===== config.mk =====
export PLATFORM = sky130hd
export DESIGN_NAME = pinfunc_ctrl
export DESIGN_NICKNAME = d
export VERILOG_FILES = /design/src/rtl/pfc_pkg.sv /design/src/rtl/pfc_sync.sv /design/src/rtl/pfc_port_bank.sv /design/src/rtl/pfc_pin_dec.sv /design/src/rtl/pinfunc_ctrl.sv
export SDC_FILE = /design/constraint.sdc
export NUM_CORES = 2
export LEC_CHECK = 0
export BUFFER_PORTS_ARGS = -buffer_cell sky130_fd_sc_hd__buf_4
export CORE_AREA = 2 2 435 437
export CTS_CLUSTER_DIAMETER = 120
export DETAILED_ROUTE_END_ITERATION = 8
export DIE_AREA = 0 0 437 439
export MAX_ROUTING_LAYER = met4
export PLACE_DENSITY = 0.55
export SLEW_MARGIN = 20
export SYNTH_ARGS = -nofsm -noshare
export SYNTH_HDL_FRONTEND = slang
export SYNTH_SLANG_ARGS = --single-unit

===== constraint.sdc =====
create_clock -name clk_i -period 4.4 [get_ports clk_i]
set_input_delay 0.88 -clock clk_i [delete_from_list [all_inputs] [get_ports clk_i]]
set_output_delay 0.88 -clock clk_i [all_outputs]
set_load 0.005 [all_outputs]

===== src/rtl/pfc_pkg.sv =====
package pfc_pkg;
  localparam int PORT_PINS = 32;
  localparam int NUM_CFG   = 5;  // int, msk, pat1, pat0, pdis
  localparam int CFG_INT   = 0;
  localparam int CFG_MSK   = 1;
  localparam int CFG_PAT1  = 2;
  localparam int CFG_PAT0  = 3;
  localparam int CFG_PDIS  = 4;
  localparam logic [7:0] OFS_FLAG = 8'h50;
  localparam logic [7:0] OFS_SET  = 8'h04;
  localparam logic [7:0] OFS_CLR  = 8'h08;

  typedef enum logic [2:0] {
    PM_FN0 = 3'd0, PM_FN1 = 3'd1, PM_FN2 = 3'd2, PM_FN3 = 3'd3,
    PM_GPI = 3'd4, PM_GPO = 3'd5, PM_IRQ = 3'd6
  } pin_mode_e;

  function automatic logic [7:0] cfg_base(int r);
    case (r)
      CFG_INT:  return 8'h10;
      CFG_MSK:  return 8'h20;
      CFG_PAT1: return 8'h30;
      CFG_PAT0: return 8'h40;
      default:  return 8'h70;
    endcase
  endfunction

  function automatic logic [31:0] cfg_rst(int r);
    return (r == CFG_PAT1 || r == CFG_PAT0) ? '1 : '0;
  endfunction
endpackage


===== src/rtl/pfc_sync.sv =====
module pfc_sync #(
  parameter int W = 32
) (
  input  logic         clk_i,
  input  logic         rst_ni,
  input  logic [W-1:0] d_i,
  output logic [W-1:0] q_o
);
  logic [W-1:0] meta_q;
  always_ff @(posedge clk_i or negedge rst_ni) begin
    if (!rst_ni) begin
      meta_q <= '0;
      q_o    <= '0;
    end else begin
      meta_q <= d_i;
      q_o    <= meta_q;
    end
  end
endmodule


===== src/rtl/pfc_port_bank.sv =====
module pfc_port_bank
  import pfc_pkg::*;
(
  input  logic        clk_i,
  input  logic        rst_ni,
  input  logic        wr_i,
  input  logic [7:0]  ofs_i,
  input  logic [31:0] wdata_i,
  output logic [NUM_CFG-1:0][31:0] cfg_o
);
  for (genvar r = 0; r < NUM_CFG; r++) begin : g_cfg
    logic        set_hit, clr_hit;
    logic [31:0] val_q;
    assign set_hit = wr_i && (ofs_i == (cfg_base(r) | OFS_SET));
    assign clr_hit = wr_i && (ofs_i == (cfg_base(r) | OFS_CLR));
    always_ff @(posedge clk_i or negedge rst_ni) begin
      if (!rst_ni)      val_q <= cfg_rst(r);
      else if (set_hit) val_q <= val_q | wdata_i;
      else if (clr_hit) val_q <= val_q & ~wdata_i;
    end
    assign cfg_o[r] = val_q;
  end
endmodule


===== src/rtl/pfc_pin_dec.sv =====
module pfc_pin_dec
  import pfc_pkg::*;
(
  input  logic       irq_i,
  input  logic       msk_i,
  input  logic       pat1_i,
  input  logic       pat0_i,
  input  logic       pdis_i,
  input  logic       up_cap_i,
  input  logic       dn_cap_i,
  output logic [2:0] mode_o,
  output logic       oe_o,
  output logic       out_o,
  output logic       pu_o,
  output logic       pd_o
);
  pin_mode_e mode;
  always_comb begin
    if (irq_i)      mode = PM_IRQ;
    else if (msk_i) mode = pat1_i ? PM_GPI : PM_GPO;
    else            mode = pin_mode_e'({1'b0, pat1_i, pat0_i});
  end
  assign mode_o = mode;
  assign oe_o   = (mode == PM_GPO);
  assign out_o  = oe_o & pat0_i;
  assign pu_o   = ~pdis_i & up_cap_i;
  assign pd_o   = ~pdis_i & dn_cap_i;
endmodule


===== src/rtl/pinfunc_ctrl.sv =====
module pinfunc_ctrl
  import pfc_pkg::*;
#(
  parameter int NUM_PORTS = 4,
  parameter int ADDR_W    = 12,
  parameter logic [NUM_PORTS*32-1:0] PULLUP_CAP =
    128'h0000FFFF_FFFFFFFF_FFF0030C_FFFFFFFF,
  parameter logic [NUM_PORTS*32-1:0] PULLDN_CAP =
    128'hFFFF0000_00000000_000F0C03_00000000
) (
  input  logic                      clk_i,
  input  logic                      rst_ni,
  input  logic                      bus_en_i,
  input  logic                      bus_we_i,
  input  logic [ADDR_W-1:0]         bus_addr_i,
  input  logic [31:0]               bus_wdata_i,
  output logic [31:0]               bus_rdata_o,
  input  logic [NUM_PORTS*32-1:0]   pad_in_i,
  output logic [NUM_PORTS*96-1:0]   pin_mode_o,
  output logic [NUM_PORTS*32-1:0]   pad_out_o,
  output logic [NUM_PORTS*32-1:0]   pad_oe_o,
  output logic [NUM_PORTS*32-1:0]   pull_up_o,
  output logic [NUM_PORTS*32-1:0]   pull_dn_o
);
  localparam int PIN_CNT = NUM_PORTS * PORT_PINS;
  localparam int PORT_W  = ADDR_W - 8;

  logic [PORT_W-1:0] port_sel;
  logic [7:0]        ofs;
  logic              port_ok;
  logic [NUM_CFG-1:0][31:0] cfg [NUM_PORTS];
  logic [PIN_CNT-1:0] pad_sync;
  logic [31:0]        rd_val;

  assign port_sel = bus_addr_i[ADDR_W-1:8];
  assign ofs      = bus_addr_i[7:0];
  assign port_ok  = 32'(port_sel) < NUM_PORTS;

  pfc_sync #(.W(PIN_CNT)) u_sync (
    .clk_i(clk_i), .rst_ni(rst_ni), .d_i(pad_in_i), .q_o(pad_sync)
  );

  for (genvar p = 0; p < NUM_PORTS; p++) begin : g_port
    logic wr;
    assign wr = bus_en_i && bus_we_i && port_ok && (port_sel == PORT_W'(p));
    pfc_port_bank u_bank (
      .clk_i(clk_i), .rst_ni(rst_ni), .wr_i(wr), .ofs_i(ofs),
      .wdata_i(bus_wdata_i), .cfg_o(cfg[p])
    );
  end

  for (genvar n = 0; n < PIN_CNT; n++) begin : g_pin
    localparam int P = n / PORT_PINS;
    localparam int B = n % PORT_PINS;
    pfc_pin_dec u_dec (
      .irq_i   (cfg[P][CFG_INT][B]),
      .msk_i   (cfg[P][CFG_MSK][B]),
      .pat1_i  (cfg[P][CFG_PAT1][B]),
      .pat0_i  (cfg[P][CFG_PAT0][B]),
      .pdis_i  (cfg[P][CFG_PDIS][B]),
      .up_cap_i(PULLUP_CAP[n]),
      .dn_cap_i(PULLDN_CAP[n]),
      .mode_o  (pin_mode_o[3*n +: 3]),
      .oe_o    (pad_oe_o[n]),
      .out_o   (pad_out_o[n]),
      .pu_o    (pull_up_o[n]),
      .pd_o    (pull_dn_o[n])
    );
  end

  always_comb begin
    rd_val = '0;
    for (int p = 0; p < NUM_PORTS; p++) begin
      if (port_ok && port_sel == PORT_W'(p)) begin
        for (int r = 0; r < NUM_CFG; r++)
          if (ofs == cfg_base(r)) rd_val = cfg[p][r];
        if (ofs == OFS_FLAG) rd_val = pad_sync[p*PORT_PINS +: PORT_PINS];
      end
    end
  end

  always_ff @(posedge clk_i or negedge rst_ni) begin
    if (!rst_ni)                     bus_rdata_o <= '0;
    else if (bus_en_i && !bus_we_i)  bus_rdata_o <= rd_val;
  end
endmodule


Yosys cells after proc, flatten, opt, wreduce, memory -nomap -nowiden
Index checks and enable logic that the tools add are counted.
Widths: inputs -> output; s select.
{ "totals": {"input_bits": 176, "wordCells": 1020, "ff_bits": 928, "out_inout_bits": 928} }
{ "classes": {"muxes": 472, "n_bitwise": 289, "n_reduce_logical": 73, "magnitude_cmp": 1, "eq_ne": 162} }
{ "op_table": {"columns": ["op", "n"], "rows": [
  ["$mux 32", 68],
  ["$mux 3", 256],
  ["$and 32x32->32", 20],
  ["$or 32x32->32", 20],
  ["$eq 3x3->1 const B", 128],
  ["$eq 8x8->1", 20],
  ["$mux 8", 20],
  ["$and 1x1->1", 128],
  ["$mux 1", 128],
  ["$not 1->1", 120],
  ["$logic_and 1x1->1", 51],
  ["$eq 8x7->1 const B", 5],
  ["$reduce_bool 2->1", 20],
  ["$eq 8x6->1 const B", 4],
  ["$not 32->32", 1],
  ["$eq 8x5->1 const B", 2],
  ["$eq 4x2->1 const B", 2],
  ["$eq 4x1->1 const B", 1],
  ["$logic_not 4->1", 1],
  ["$lt 4x3->1 const B", 1],
  ["$logic_not 1->1", 1]
]} }

Longest topological paths before layout
{ "depth": {"depth_word": 32, "mapped_depth": 12, "depth_no_buf": 7} }

By module
Synthesis repeated with hierarchy kept, for this count alone.
{ "hier_totals": {"hier_cells": 5424, "hier_area_um2": 54700.0} }
{ "modules_own_cells": {"columns": ["mod", "seq_area_each_um2", "area_per_inst_um2", "cells_each", "instances"], "rows": [
  ["pfc_port_bank at g_port[1].u_bank ...", 4083.9, 7622.3, 674, 3],
  ["pfc_pin_dec", 0.0, 75.1, 10, 128],
  ["pinfunc_ctrl", 800.8, 8081.5, 1182, 1],
  ["pfc_port_bank at g_port[0].u_bank", 4083.9, 7736.2, 684, 1],
  ["pfc_sync", 6406.1, 6406.1, 256, 1]
]} }

Worst setup path before layout
OpenSTA, ideal clock, no wires.
{ "synth_path": {"path_kind": "input port to flip-flop", "from": "in bus_addr_i[5]", "to": "reg bus_rdata_o[10]", "arrival_time_ns": 2.770, "path_buffers": 2, "setup_time_ns": 0.126, "setup_slack_ns": 1.504, "required_ns": 4.274, "path_stages": 9, "cell_sequence": "buf_2 > or4b_1 > buf_2 > o22ai_1 > o21ai_0 > a221oi_1 > o21ai_0 > and3_1 > o32a_1"} }
{ "synth_between": {"elab_chain_cells": 29, "elab_cells_between_ends": 49, "cone_classes": "eq/ne (21); mux (28)"} }
{ "synth_lines": {"columns": ["element", "line_no", "rtl"], "rows": [
  ["start: declaration", "pinfunc_ctrl.sv:15", "input logic [ADDR_W-1:0] bus_addr_i,"],
  ["$eq 8x8->1", "pinfunc_ctrl.sv:76", "if (ofs == cfg_base(r)) rd_val = cfg[p][r];"],
  ["$mux 32 (5 in series)", "pinfunc_ctrl.sv:76", null],
  ["$mux 32", "pinfunc_ctrl.sv:77", "if (ofs == OFS_FLAG) rd_val = pad_sync[p*PORT_PINS +: PORT_PINS];"],
  ["$mux 32", "pinfunc_ctrl.sv:74", "if (port_ok && port_sel == PORT_W'(p)) begin"],
  ["$mux 32 (5 in series)", "pinfunc_ctrl.sv:76", null],
  ["$mux 32", "pinfunc_ctrl.sv:77", null],
  ["$mux 32", "pinfunc_ctrl.sv:74", null],
  ["$mux 32 (5 in series)", "pinfunc_ctrl.sv:76", null],
  ["$mux 32", "pinfunc_ctrl.sv:77", null],
  ["$mux 32", "pinfunc_ctrl.sv:74", null],
  ["$mux 32 (5 in series)", "pinfunc_ctrl.sv:76", null],
  ["$mux 32", "pinfunc_ctrl.sv:77", null],
  ["$mux 32 *", "pinfunc_ctrl.sv:74", null],
  ["end signal: assignment", "pinfunc_ctrl.sv:84", "else if (bus_en_i && !bus_we_i) bus_rdata_o <= rd_val;"],
  ["end: declaration", "pinfunc_ctrl.sv:17", "output logic [31:0] bus_rdata_o,"]
]} }
Mark *: on every way between the ends. The rest lies on a longest branch, timed or not.
A chain may end at the register's enable or synchronous reset.

Final worst setup path
Ends and elaborated chain as after synthesis.

==> summary.txt <==
Run status
  – Run status: finished, final reports clean

Die
  – Area of the die: roughly 0.19 mm^2
  – Die Span Y: between 400 and 500 um
  – Core region area: between 0.15 and 0.2 mm^2
  – Io pins: 1,104
  – Initial Utilization: 0.263
  – Site Rows: approximately 160
  – Die width: 437 um

STA
  – Worst slew pin tran: between 1 and 1.5 ns
  – Final critical-path required period: 3.72 ns
  – Final period util: 0.846
  – Final Hold Vio Count: 0
  – Slew margin rel.: 0.222
  – Clock Skews: around 0.037 ns
  – # setup viols final: 0
  – RSZ-0062 raised after global routing: no
  – FMAX: about 0.27 GHz
  – Pins over their slew limit: 0

Setup path
  – Critical path's most frequent cell: buf_4
  – Max stage delay on crit path: roughly 0.73 ns
  – Crit. End Element: flip-flop
  – Worst path cell trace: buf_4 -> or4b_2 -> buf_4 -> nor2_4 -> buf_12 -> a222oi_1 -> a21oi_1 -> a211oi_1 -> o21ai_0 -> o32a_1
  – Worst Path Arrival: around 4.4 ns
  – Worst Path Class, Setup: in2reg
  – CP max FO: 20
  – Startpoint types: input pin
  – Slowest cell on the critical path: a211oi_1
  – Data required, critical path: just over 5 ns

Finish
  – Fin cells: 8,365
  – Layout cells sized above 1: 0.307
  – NumNets Final: 5,920
  – P&R area growth vs syn: 24.3%

Logic synthesis
  – #FFs+latches synth: about 930
  – Post-synth EDFFs: 0
  – Avg Cell Area, Syn: roughly 9.4 um^2
  – Ranking of synthesized cells by area: dfrtp_1, dfstp_2, a22o_1, buf_4, nand2_1
  – Synth Flop Type: dfrtp_1
  – Yosys Warn Count: 0
  – Post-synthesis cell count: 5,215
  – Synth cell types: 82
  – Post-synth top area share: 0.342
  – Cell type with the largest total area after synthesis: dfrtp_1
  – Seq/Total Area, Yosys: 0.479
  – Synthesized area: between 0.04 and 0.05 mm^2
  – Async S/R FF share, synth: 1.00

Clock tree
  – CTS tree: done
  – Clk slew on worst S/H paths: 0.07 ns
  – TritonCTS Buffers: 107
  – Htree depth: 3
  – CTS max path bufs: 3
  – Clk root buf: clkbuf_16
  – CTS Hold Bufs: 0
  – # clock sinks: around 930
  – Post-CTS Setup Bufs: 0
  – Worst-Skew Late Latency: 0.77 ns
  – Resized cells post-CTS: 0

Route
  – DRC viols: 0
  – Vias per inst: around 5.3
  – Starting DRT DRC Count: roughly 5,300
  – Post-Route WL: around 290,000 um
  – Drt wl/cell: between 30 and 40 um
  – Vias: 44,662
  – Final antenna-violating net count: 0
  – First-pass iteration count of the detailed router: 6

Pwr
  – VDD IR max: approximately 290 uV
  – Leakage power: 0.0291 uW
  – Pwr Total: approximately 20,000 uW
  – PD cells: 323 mW/mm^2

Placed design
  – Final GP Congestion: 0.957
  – Post-DP HPWL: about 220,000 um
  – Placed Instances: slightly above 8,000
  – Number of port buffers: 967

Job
  – # Max-Cap Violations: 0

Hold path
  – Hold Path Class: in2reg

Global route
  – Largest net degree at the start of global routing: 87
  – Grt ovf: 0
  – Antenna violations before repair: 39
  – Vias in the first global route: 42,476
  – Total GRT Usage: 0.300
  – First-pass GRT wire length: ~380,000 um
[cell usage in the layout (no fill, tap or decap), types with 18 or more instances in the layout]
cell type  netlist  final
a211oi_1        18     18
a21o_1         259    259
a21oi_1        139    139
a221oi_1        44     44
a222oi_1        20     20
a22o_1         482    482
a22oi_1         67     67
and2_1         128    128
buf_12           0     35
buf_4          513   1147
clkbuf_1       302     24
clkbuf_16        0    110
clkbuf_8         0     20
clkinv_2         0     21
conb_1           1    136
dfrtp_1        672    672
dfstp_2        256    256
diode_2          0     32
inv_1          378    378
mux2_2          84     84
mux2i_1         82     82
nand2_1        756    749
nand3_1         25     24
nor2_1         264    218
nor2_4           0     45
nor3_1         153    152
o21ai_0        150    150
o221ai_1        42     42
o22ai_1         81     81
[cell type report]
class / count / area, um^2
multi-input cells: 3145 / 19800
inverters: 378 / 1420
fillers: 19315 / 126000
diodes: 32 / 80.1
clock inverters: 49 / 667
clock buffers: 154 / 3120
repair buffers: 1184 / 9340
well taps: 2495 / 3120
flip-flops and latches: 928 / 23500
[critical path: cells and delay by family]
kind	cells	cell delay, ns
and+or+nand+nor	2	0.43
buffers and inverters	3	0.89
AOI/OAI and AO/OA	5	2.08
[through the flow]
stage	hold WS, ns	TNS (ns)	cell area, um^2	util	setup slack (ns)
after global placement	0.334	-0.0788	57200	0.306	-0.0788
after detailed placement	0.335	-0.0947	57300	0.306	-0.0947
after CTS	0.161	0	61000	0.326	0.716
after global routing	0.198	0	61100	0.327	0.797
final	0.211	0	61100	0.327	0.680
after floorplan	0.331	0	49700	-	1.50
[synthesized netlist by cell type, drive strengths merged, types with 44 or more instances]
| library cell | count |
|---|---|
| a21o | 259 |
| a21oi | 139 |
| a221oi | 44 |
| a22o | 482 |
| a22oi | 67 |
| and2 | 128 |
| buf | 597 |
| clkbuf | 302 |
| dfrtp | 672 |
| dfstp | 256 |
| inv | 378 |
| mux2 | 99 |
| mux2i | 82 |
| nand2 | 756 |
| nor2 | 265 |
| nor3 | 156 |
| o21ai | 151 |
| o22ai | 83 |
[power by group]
group	switching [uW]	total [uW]	leakage [uW]	internal (uW)
Clock	3980	9730	0.00186	5750
Sequential	101	8800	0.0111	8700
Combinational	877	1200	0.0162	321
[logic make-up (layout without fill, tap and decap cells)]
kind of cell | Yosys count | count (layout) | share of synthesized area
simple gates | 1409 | 1409 | 0.126
compound gates | 1418 | 1418 | 0.217
flops | 928 | 928 | 0.479
buf+inv | 1277 | 1765 | 0.139
other cells | 1 | 168 | 0.0000762
xor+xnor | 1 | 1 | 0.000178
mux | 181 | 181 | 0.0394
[final timing paths]
| kind | start | to | slack (ns) | cells after the start |
|---|---|---|---|---|
| max in group asynchronous | rst_ni | asynchronous set/reset pin | 2.93 | 3 |
| max reg2reg | flip-flop | bus_rdata_o[10] | 1.77 | 5 |
| min in group asynchronous | rst_ni | asynchronous set/reset pin | 0.23 | 1 |
| min | pad_in_i[78] | u_sync.meta_q[78] | 0.21 | 1 |
| min reg2reg | u_sync.meta_q[21] | u_sync.q_o[21] | 0.34 | 0 |
| max | bus_addr_i[5] | bus_rdata_o[10] | 0.68 | 10 |
[metal layers]
metal,global-route usage,share of wire,up-vias
met4,0.163,0.060,0
li1,-,-,18541
met3,0.0566,0.074,558
met2,0.474,0.47,2667
met1,0.363,0.40,22896
met5,-,0,-
(Power assumes the default switching activity.)
